`src/rtl/smem_pkg.sv`:
```
package smem_pkg;

  localparam logic [3:0] DEV_TYPE = 4'b1010;

  typedef enum logic [2:0] {
    PH_IDLE,
    PH_DEV,
    PH_WHI,
    PH_WLO,
    PH_WDAT,
    PH_RDAT
  } phase_t;

  // increment v, keeping only the low w bits
  function automatic logic [31:0] wrap_inc(logic [31:0] v, int unsigned w);
    return (v + 32'd1) & ((32'd1 << w) - 32'd1);
  endfunction

  // device byte bits 7..1 against type code and straps
  function automatic logic dev_match(logic [6:0] b, logic [2:0] strap);
    return (b[6:3] == DEV_TYPE) && (b[2:0] == strap);
  endfunction

endpackage

```
`src/rtl/smem_bus_sampler.sv`:
```
module smem_bus_sampler #(
  parameter int STAGES = 2
) (
  input  logic clk,
  input  logic rst_n,
  input  logic scl_i,
  input  logic sda_i,
  output logic scl_s,
  output logic sda_s,
  output logic scl_rise,
  output logic scl_fall,
  output logic start_evt,
  output logic stop_evt
);

  logic [STAGES-1:0] scl_sh, sda_sh;
  logic scl_d, sda_d;

  always_ff @(posedge clk or negedge rst_n) begin
    if (!rst_n) begin
      scl_sh <= '1;
      sda_sh <= '1;
      scl_d  <= 1'b1;
      sda_d  <= 1'b1;
    end else begin
      scl_sh <= {scl_sh[STAGES-2:0], scl_i};
      sda_sh <= {sda_sh[STAGES-2:0], sda_i};
      scl_d  <= scl_s;
      sda_d  <= sda_s;
    end
  end

  assign scl_s     = scl_sh[STAGES-1];
  assign sda_s     = sda_sh[STAGES-1];
  assign scl_rise  = scl_s & ~scl_d;
  assign scl_fall  = ~scl_s & scl_d;
  assign start_evt = scl_s & scl_d & sda_d & ~sda_s;
  assign stop_evt  = scl_s & scl_d & ~sda_d & sda_s;

  // at most one bus event per cycle
  p_one_event_r1: assert property (@(posedge clk) disable iff (!rst_n)
    $onehot0({scl_rise, scl_fall, start_evt, stop_evt}));

endmodule

```
`src/rtl/smem_page_stage.sv`:
```
module smem_page_stage #(
  parameter int ADDR_W      = 15,
  parameter int PAGE_W      = 6,
  parameter int HOLD_CYCLES = 256
) (
  input  logic                     clk,
  input  logic                     rst_n,
  input  logic                     clear_i,
  input  logic                     wr_i,
  input  logic [PAGE_W-1:0]        wr_idx_i,
  input  logic [7:0]               wr_data_i,
  input  logic                     go_i,
  input  logic [ADDR_W-PAGE_W-1:0] base_i,
  output logic                     busy_o,
  output logic                     mem_we_o,
  output logic [ADDR_W-1:0]        mem_addr_o,
  output logic [7:0]               mem_wdata_o
);

  localparam int DEPTH  = 1 << PAGE_W;
  localparam int HOLD_W = $clog2(HOLD_CYCLES + 1);

  typedef enum logic [1:0] {CM_IDLE, CM_SCAN, CM_HOLD} cm_t;

  logic [7:0]               stage_q [DEPTH];
  logic [DEPTH-1:0]         valid_q;
  logic [ADDR_W-PAGE_W-1:0] base_q;
  logic [PAGE_W-1:0]        idx_q;
  logic [HOLD_W-1:0]        hold_q;
  cm_t                      cm_q;

  always_ff @(posedge clk) begin
    if (wr_i) stage_q[wr_idx_i] <= wr_data_i;
  end

  always_ff @(posedge clk or negedge rst_n) begin
    if (!rst_n) begin
      valid_q <= '0;
      base_q  <= '0;
      idx_q   <= '0;
      hold_q  <= '0;
      cm_q    <= CM_IDLE;
    end else begin
      if (clear_i)   valid_q <= '0;
      else if (wr_i) valid_q[wr_idx_i] <= 1'b1;
      case (cm_q)
        CM_IDLE: if (go_i) begin
          base_q <= base_i;
          idx_q  <= '0;
          cm_q   <= CM_SCAN;
        end
        CM_SCAN: begin
          idx_q <= idx_q + 1'b1;
          if (idx_q == PAGE_W'(DEPTH - 1)) begin
            cm_q   <= CM_HOLD;
            hold_q <= HOLD_W'(HOLD_CYCLES);
          end
        end
        CM_HOLD: begin
          hold_q <= hold_q - 1'b1;
          if (hold_q == HOLD_W'(1)) cm_q <= CM_IDLE;
        end
        default: cm_q <= CM_IDLE;
      endcase
    end
  end

  assign busy_o      = (cm_q != CM_IDLE);
  assign mem_we_o    = (cm_q == CM_SCAN) && valid_q[idx_q];
  assign mem_addr_o  = {base_q, idx_q};
  assign mem_wdata_o = stage_q[idx_q];

  // a busy period only follows a commit request
  p_busy_entry_r4: assert property (@(posedge clk) disable iff (!rst_n)
    $rose(busy_o) |-> $past(go_i));
  // the stage is never refilled or restarted while committing
  p_no_fill_busy_r8: assert property (@(posedge clk) disable iff (!rst_n)
    (wr_i || clear_i || go_i) |-> !busy_o);

endmodule

```
`src/rtl/smem_i2c_slave.sv`:
```
module smem_i2c_slave
  import smem_pkg::*;
#(
  parameter int ADDR_W      = 15,
  parameter int PAGE_W      = 6,
  parameter int SYNC_STAGES = 2,
  parameter int HOLD_CYCLES = 256
) (
  input  logic              clk,
  input  logic              rst_n,
  input  logic              scl_i,
  input  logic              sda_i,
  output logic              sda_pull_o,
  input  logic [2:0]        strap_i,
  input  logic              wprot_i,
  output logic              busy_o,
  output logic [ADDR_W-1:0] mem_addr_o,
  input  logic [7:0]        mem_rdata_i,
  output logic              mem_we_o,
  output logic [7:0]        mem_wdata_o
);

  localparam int BASE_W = ADDR_W - PAGE_W;

  // bus events
  logic scl_s, sda_s, scl_rise, scl_fall, start_evt, stop_evt;

  smem_bus_sampler #(.STAGES(SYNC_STAGES)) u_sampler (
    .clk       (clk),
    .rst_n     (rst_n),
    .scl_i     (scl_i),
    .sda_i     (sda_i),
    .scl_s     (scl_s),
    .sda_s     (sda_s),
    .scl_rise  (scl_rise),
    .scl_fall  (scl_fall),
    .start_evt (start_evt),
    .stop_evt  (stop_evt)
  );

  phase_t            phase_q;
  logic [3:0]        cnt_q;
  logic [7:0]        rx_q, tx_q, hi_q;
  logic [ADDR_W-1:0] ptr_q;
  logic              rw_q, wr_cmd_q, have_data_q, pull_q, macked_q;

  // named internal events
  logic              byte_done, ack_end, addr_hit, read_load;
  logic              stage_wr, clear_stage, commit_go;
  logic [ADDR_W-1:0] ptr_inc, ptr_page_next, st_addr;

  assign byte_done   = scl_fall && (cnt_q == 4'd8);
  assign ack_end     = scl_fall && (cnt_q == 4'd9);
  assign addr_hit    = (phase_q == PH_DEV) && dev_match(rx_q[7:1], strap_i) && !busy_o;
  assign read_load   = ack_end && (((phase_q == PH_DEV) && rw_q) ||
                                   ((phase_q == PH_RDAT) && macked_q));
  assign stage_wr    = byte_done && (phase_q == PH_WDAT);
  assign clear_stage = byte_done && (phase_q == PH_WLO);
  assign commit_go   = stop_evt && wr_cmd_q && have_data_q && !wprot_i && !busy_o;

  assign ptr_inc       = ADDR_W'(wrap_inc(32'(ptr_q), ADDR_W));
  assign ptr_page_next = {ptr_q[ADDR_W-1:PAGE_W],
                          PAGE_W'(wrap_inc(32'(ptr_q[PAGE_W-1:0]), PAGE_W))};

  always_ff @(posedge clk or negedge rst_n) begin
    if (!rst_n) begin
      phase_q     <= PH_IDLE;
      cnt_q       <= '0;
      rx_q        <= '0;
      tx_q        <= '0;
      hi_q        <= '0;
      ptr_q       <= '0;
      rw_q        <= 1'b0;
      wr_cmd_q    <= 1'b0;
      have_data_q <= 1'b0;
      pull_q      <= 1'b0;
      macked_q    <= 1'b0;
    end else if (start_evt) begin
      phase_q     <= PH_DEV;
      cnt_q       <= '0;
      pull_q      <= 1'b0;
      wr_cmd_q    <= 1'b0;
      have_data_q <= 1'b0;
    end else if (stop_evt) begin
      phase_q     <= PH_IDLE;
      cnt_q       <= '0;
      pull_q      <= 1'b0;
      wr_cmd_q    <= 1'b0;
      have_data_q <= 1'b0;
    end else if (phase_q != PH_IDLE) begin
      if (scl_rise) begin
        if (cnt_q < 4'd8) begin
          rx_q  <= {rx_q[6:0], sda_s};
          cnt_q <= cnt_q + 4'd1;
        end else if (cnt_q == 4'd8) begin
          macked_q <= ~sda_s;
          cnt_q    <= 4'd9;
        end
      end else if (byte_done) begin
        case (phase_q)
          PH_DEV: begin
            if (addr_hit) begin
              pull_q   <= 1'b1;
              rw_q     <= rx_q[0];
              wr_cmd_q <= ~rx_q[0];
            end else begin
              phase_q <= PH_IDLE;
            end
          end
          PH_WHI: begin
            hi_q   <= rx_q;
            pull_q <= 1'b1;
          end
          PH_WLO: begin
            ptr_q  <= ADDR_W'({hi_q, rx_q});
            pull_q <= 1'b1;
          end
          PH_WDAT: begin
            ptr_q       <= ptr_page_next;
            have_data_q <= 1'b1;
            pull_q      <= 1'b1;
          end
          default: pull_q <= 1'b0;
        endcase
      end else if (ack_end) begin
        cnt_q  <= '0;
        pull_q <= 1'b0;
        case (phase_q)
          PH_DEV:  phase_q <= rw_q ? PH_RDAT : PH_WHI;
          PH_WHI:  phase_q <= PH_WLO;
          PH_WLO:  phase_q <= PH_WDAT;
          PH_RDAT: if (!macked_q) phase_q <= PH_IDLE;
          default: ;
        endcase
        if (read_load) begin
          tx_q   <= {mem_rdata_i[6:0], 1'b0};
          pull_q <= ~mem_rdata_i[7];
          ptr_q  <= ptr_inc;
        end
      end else if (scl_fall && (phase_q == PH_RDAT) && (cnt_q != 4'd0)) begin
        pull_q <= ~tx_q[7];
        tx_q   <= {tx_q[6:0], 1'b0};
      end
    end
  end

  smem_page_stage #(
    .ADDR_W      (ADDR_W),
    .PAGE_W      (PAGE_W),
    .HOLD_CYCLES (HOLD_CYCLES)
  ) u_stage (
    .clk         (clk),
    .rst_n       (rst_n),
    .clear_i     (clear_stage),
    .wr_i        (stage_wr),
    .wr_idx_i    (ptr_q[PAGE_W-1:0]),
    .wr_data_i   (rx_q),
    .go_i        (commit_go),
    .base_i      (ptr_q[ADDR_W-1:PAGE_W]),
    .busy_o      (busy_o),
    .mem_we_o    (mem_we_o),
    .mem_addr_o  (st_addr),
    .mem_wdata_o (mem_wdata_o)
  );

  assign mem_addr_o = busy_o ? st_addr : ptr_q;
  assign sda_pull_o = pull_q;

  // the line only moves while SCL is low
  p_pull_quiet_hi_r12: assert property (@(posedge clk) disable iff (!rst_n)
    (scl_s && $past(scl_s)) |-> $stable(sda_pull_o));
  // an inactive slave keeps the line released
  p_idle_silent_r1: assert property (@(posedge clk) disable iff (!rst_n)
    (phase_q == PH_IDLE) |-> !sda_pull_o);
  // address is refused during the commit
  p_busy_nack_r8: assert property (@(posedge clk) disable iff (!rst_n)
    (byte_done && (phase_q == PH_DEV) && busy_o) |=> !sda_pull_o);
  // protected STOP starts no commit
  p_wp_block_r7: assert property (@(posedge clk) disable iff (!rst_n)
    (stop_evt && wprot_i) |=> !$rose(busy_o));
  // START rearms address matching
  p_start_rearm_r11: assert property (@(posedge clk) disable iff (!rst_n)
    start_evt |=> ((phase_q == PH_DEV) && (cnt_q == 4'd0) && !sda_pull_o));
  // pointer wraps at the top of the array
  p_ptr_wrap_r10: assert property (@(posedge clk) disable iff (!rst_n)
    (read_load && (ptr_q == '1)) |=> (ptr_q == '0));

  logic unused_bits;
  assign unused_bits = ^{BASE_W};

endmodule

```
`config.mk`:
```
export PLATFORM = sky130hd
export DESIGN_NAME = smem_i2c_slave
export DESIGN_NICKNAME = d
export VERILOG_FILES = /design/src/rtl/smem_pkg.sv /design/src/rtl/smem_bus_sampler.sv /design/src/rtl/smem_page_stage.sv /design/src/rtl/smem_i2c_slave.sv
export SDC_FILE = /design/constraint.sdc
export NUM_CORES = 1
export LEC_CHECK = 0
export CORE_MARGIN = 8
export CORE_UTILIZATION = 28
export DETAILED_ROUTE_END_ITERATION = 16
export SLEW_MARGIN = 20
export SYNTH_ARGS = -nofsm -noshare
export SYNTH_HDL_FRONTEND = slang
export SYNTH_SLANG_ARGS = --single-unit
```
`constraint.sdc`:
```
create_clock -name clk -period 8.2 [get_ports clk]
set_clock_uncertainty 0.15 [all_clocks]
set_input_delay 1.64 -clock clk [delete_from_list [all_inputs] [get_ports clk]]
set_output_delay 1.64 -clock clk [all_outputs]
set_load 0.005 [all_outputs]
```
==> results.tsv <==
metric	value	unit
Top delay family on crit path	buffers and inverters	
most frequent cell after synthesis	edfxtp_1	
Die H	325.7	um
antenna violations before repair	0	
Post-CTS Setup Bufs	0	
# DRC	0	
critical-path cell list	buf_4 -> mux2i_1 -> o22ai_1 -> a211oi_1 -> o41ai_1 -> and3_1 -> clkdlybuf4s50_1	
slowest stage delay, CP	0.83	ns
Yosys cell types	79	
Crit-path slowest cell	dfrtp_4	
commonest cells in the synthesized netlist	edfxtp_1 (512), dfrtp_1 (139), mux4_2 (115), nor2_1 (99), mux2i_1 (82)	
Overflow after GRT	0	
Leak	10.35	nW
Core Area	95010	um^2
die area	106100	um^2
largest net degree at the start of global routing	81	
crit path buf inv count	2	
top post-synthesis cells by area	edfxtp_1 (57%), dfrtp_1 (13%), mux4_2 (9.6%)	
Total GRT Usage	12.43	%
Worst Hold Class	flip-flop to flip-flop	
max-cap violations	0	
post_cts resized	0	
maximum fanout along the worst path	46	
WL final	68.07	mm
Area Growth Syn to Fin	14.38	%
Clk pin slew, worst setup/hold paths	0.06	ns
drt wl/cell	23.49	um
synthesized area	26860	um^2
status	finished, final reports clean	
n_diodes	0	
Pre-antenna DRT Iters	5	
cells after synthesis	1538	
Hold Path Cell Cnt	0	
relative slew slack	25.83	%
Port Buf Inserts	41	
Root Driver	clkbuf_16	
RD Place Congestion	0.7873	
kind of critical path	flip-flop to output pin	
Setup TNS	0	ns
Row Count	113	
Post-Place Cells	2786	
fillers	9084	
worst-skew pair later-pin latency	0.64	ns
First DRT Iteration DRCs	1480	
FFs w/ async S/R, synth	22.07	%
# nets final	1606	
P per Cell Area	244.5	nW/um^2
syn_nets	1561	
Die Wd	325.7	um
share of post-route cells with drive strength above 1	19.29	%
TritonCTS Buffers	60	
first-pass GRT wire length	101.7	mm
cts hold-fix bufs	0	
worst endpoint data arrival time	4.15	ns
min Tclk post-route	5.938	ns
Crit path required time	6.41	ns
post-route ant nets	0	
Tcrit/Tclk final	72.42	%
Max Clk Rate	0.1684	GHz
RSZ-0062 raised after global routing	false	
register area share after synthesis	70.77	%
Worst IR Drop VDD	0.1530	mV
worst slew pin tran	1.109	ns
Fin. Hold Viols	0	
CTS tree	built	
number of global-route vias before repair	15000	
Critical Path Stages	7	
EDFF count, synth	512	
Synth Register Bits	657	
via count	14530	
Synth area leader	edfxtp_1	
Most used DFF post-synth	edfxtp_1	
CTS H-tree depth	2	
CTS max path bufs	3	
fin cells	2898	
Synth top area share	57.24	%
YS warnings	0	
fin. max-slew vios	0	
Synth Area per Inst	17.47	um^2
R2R depth	4	
crit path capture type	output pin	
Top Ports	42	
CP startpoint kind	flip-flop	
detail-routed via count per cell	5.014	
detailed-placement wirelength estimate	41.89	mm
clk sinks	657	
Initial Utilization	28.27	%
endpoints failing setup	0	
[layout make-up]
class / instances / area (um^2) / share of cell area [%]
clock buffer: 82 / 1644 / 5.351
clock inverter: 30 / 376.6 / 1.226
inverter: 11 / 41.29 / 0.1344
multi-input combinational: 782 / 7402 / 24.09
sequential: 657 / 19030 / 61.93
tap: 1265 / 1583 / 5.151
timing repair buffer: 71 / 649.4 / 2.114
[final timing paths]
path / startpoint / to / slack (ns)
setup / recovery: u_stage.idx_q[1] / mem_wdata_o[7] / 2.26
hold / removal: u_sampler.scl_sh[0] / u_sampler.scl_sh[1] / 0.21
setup reg to reg: phase_q[2] / u_stage.stage_q[11][2] / 4.30
hold reg to reg: u_sampler.scl_sh[0] / u_sampler.scl_sh[1] / 0.21
max in group asynchronous: rst_n / u_stage.valid_q[40] / 5.44
min in group asynchronous: rst_n / tx_q[5] / 0.89
[registers in the layout, summed over array words and instances, names as in the netlist, 2 cells and up]
| name | flops |
|---|---|
| u_stage.stage_q | 512 |
| u_stage.valid_q | 64 |
| ptr_q | 15 |
| u_stage.base_q | 9 |
| u_stage.hold_q | 9 |
| rx_q | 8 |
| hi_q | 7 |
| tx_q | 7 |
| u_stage.idx_q | 6 |
| cnt_q | 4 |
| phase_q | 3 |
| u_sampler.scl_sh | 2 |
| u_sampler.sda_sh | 2 |
| u_stage.cm_q | 2 |
[metrics by stage]
step	area, um^2	utilization [%]	hold WS, ns	total power (W)	setup WS, ns
3_3_place_gp	28690	30.20	0.2014	0.004673	2.848
2_1_floorplan	26860	-	0.1952	0.004387	4.429
6_report	30720	32.34	0.2074	0.007514	2.262
4_1_cts	30720	32.34	0.2103	0.007576	2.227
5_1_grt	30720	32.34	0.2133	0.007740	2.093
3_5_place_dp	28700	30.21	0.2009	0.004714	2.925
[metal layers]
metal	GRT usage, %	share of wire (%)
met4	4.276	3.6
met5	0	0
met3	2.248	5.8
met2	20.72	49
met1	16.29	42
[cell families after synthesis]
family / count (synthesis) / share of synthesized area, %
fa+ha+maj: 7 / 0.3260
flops: 657 / 70.77
xor+xnor: 8 / 0.2608
simple gates: 252 / 4.802
compound gates: 265 / 7.131
buf+inv: 99 / 1.789
mux: 250 / 14.92
[where the power goes]
part	internal [W]	leakage [nW]	total (W)	switching [W]
logic	0.0000955	2.82	0.000593	0.000497
clock network	0.00163	0.977	0.00288	0.00125
registers	0.00399	6.55	0.00404	0.0000474
[placed cells by master (no fill, tap or decap), types with 11 or more instances in the layout]
master / count
a211oi_1: 19
a21oi_1: 28
a22oi_1: 28
buf_4: 29
clkbuf_1: 16
clkbuf_16: 60
clkdlybuf4s50_1: 40
dfrtp_1: 129
edfxtp_1: 512
inv_1: 11
mux2_2: 44
mux2i_1: 82
mux4_2: 115
nand2_1: 40
nand3_1: 22
nor2_1: 98
o21a_1: 63
o21ai_0: 33
o221ai_1: 17
o22ai_1: 16
(Power assumes the default switching activity.)
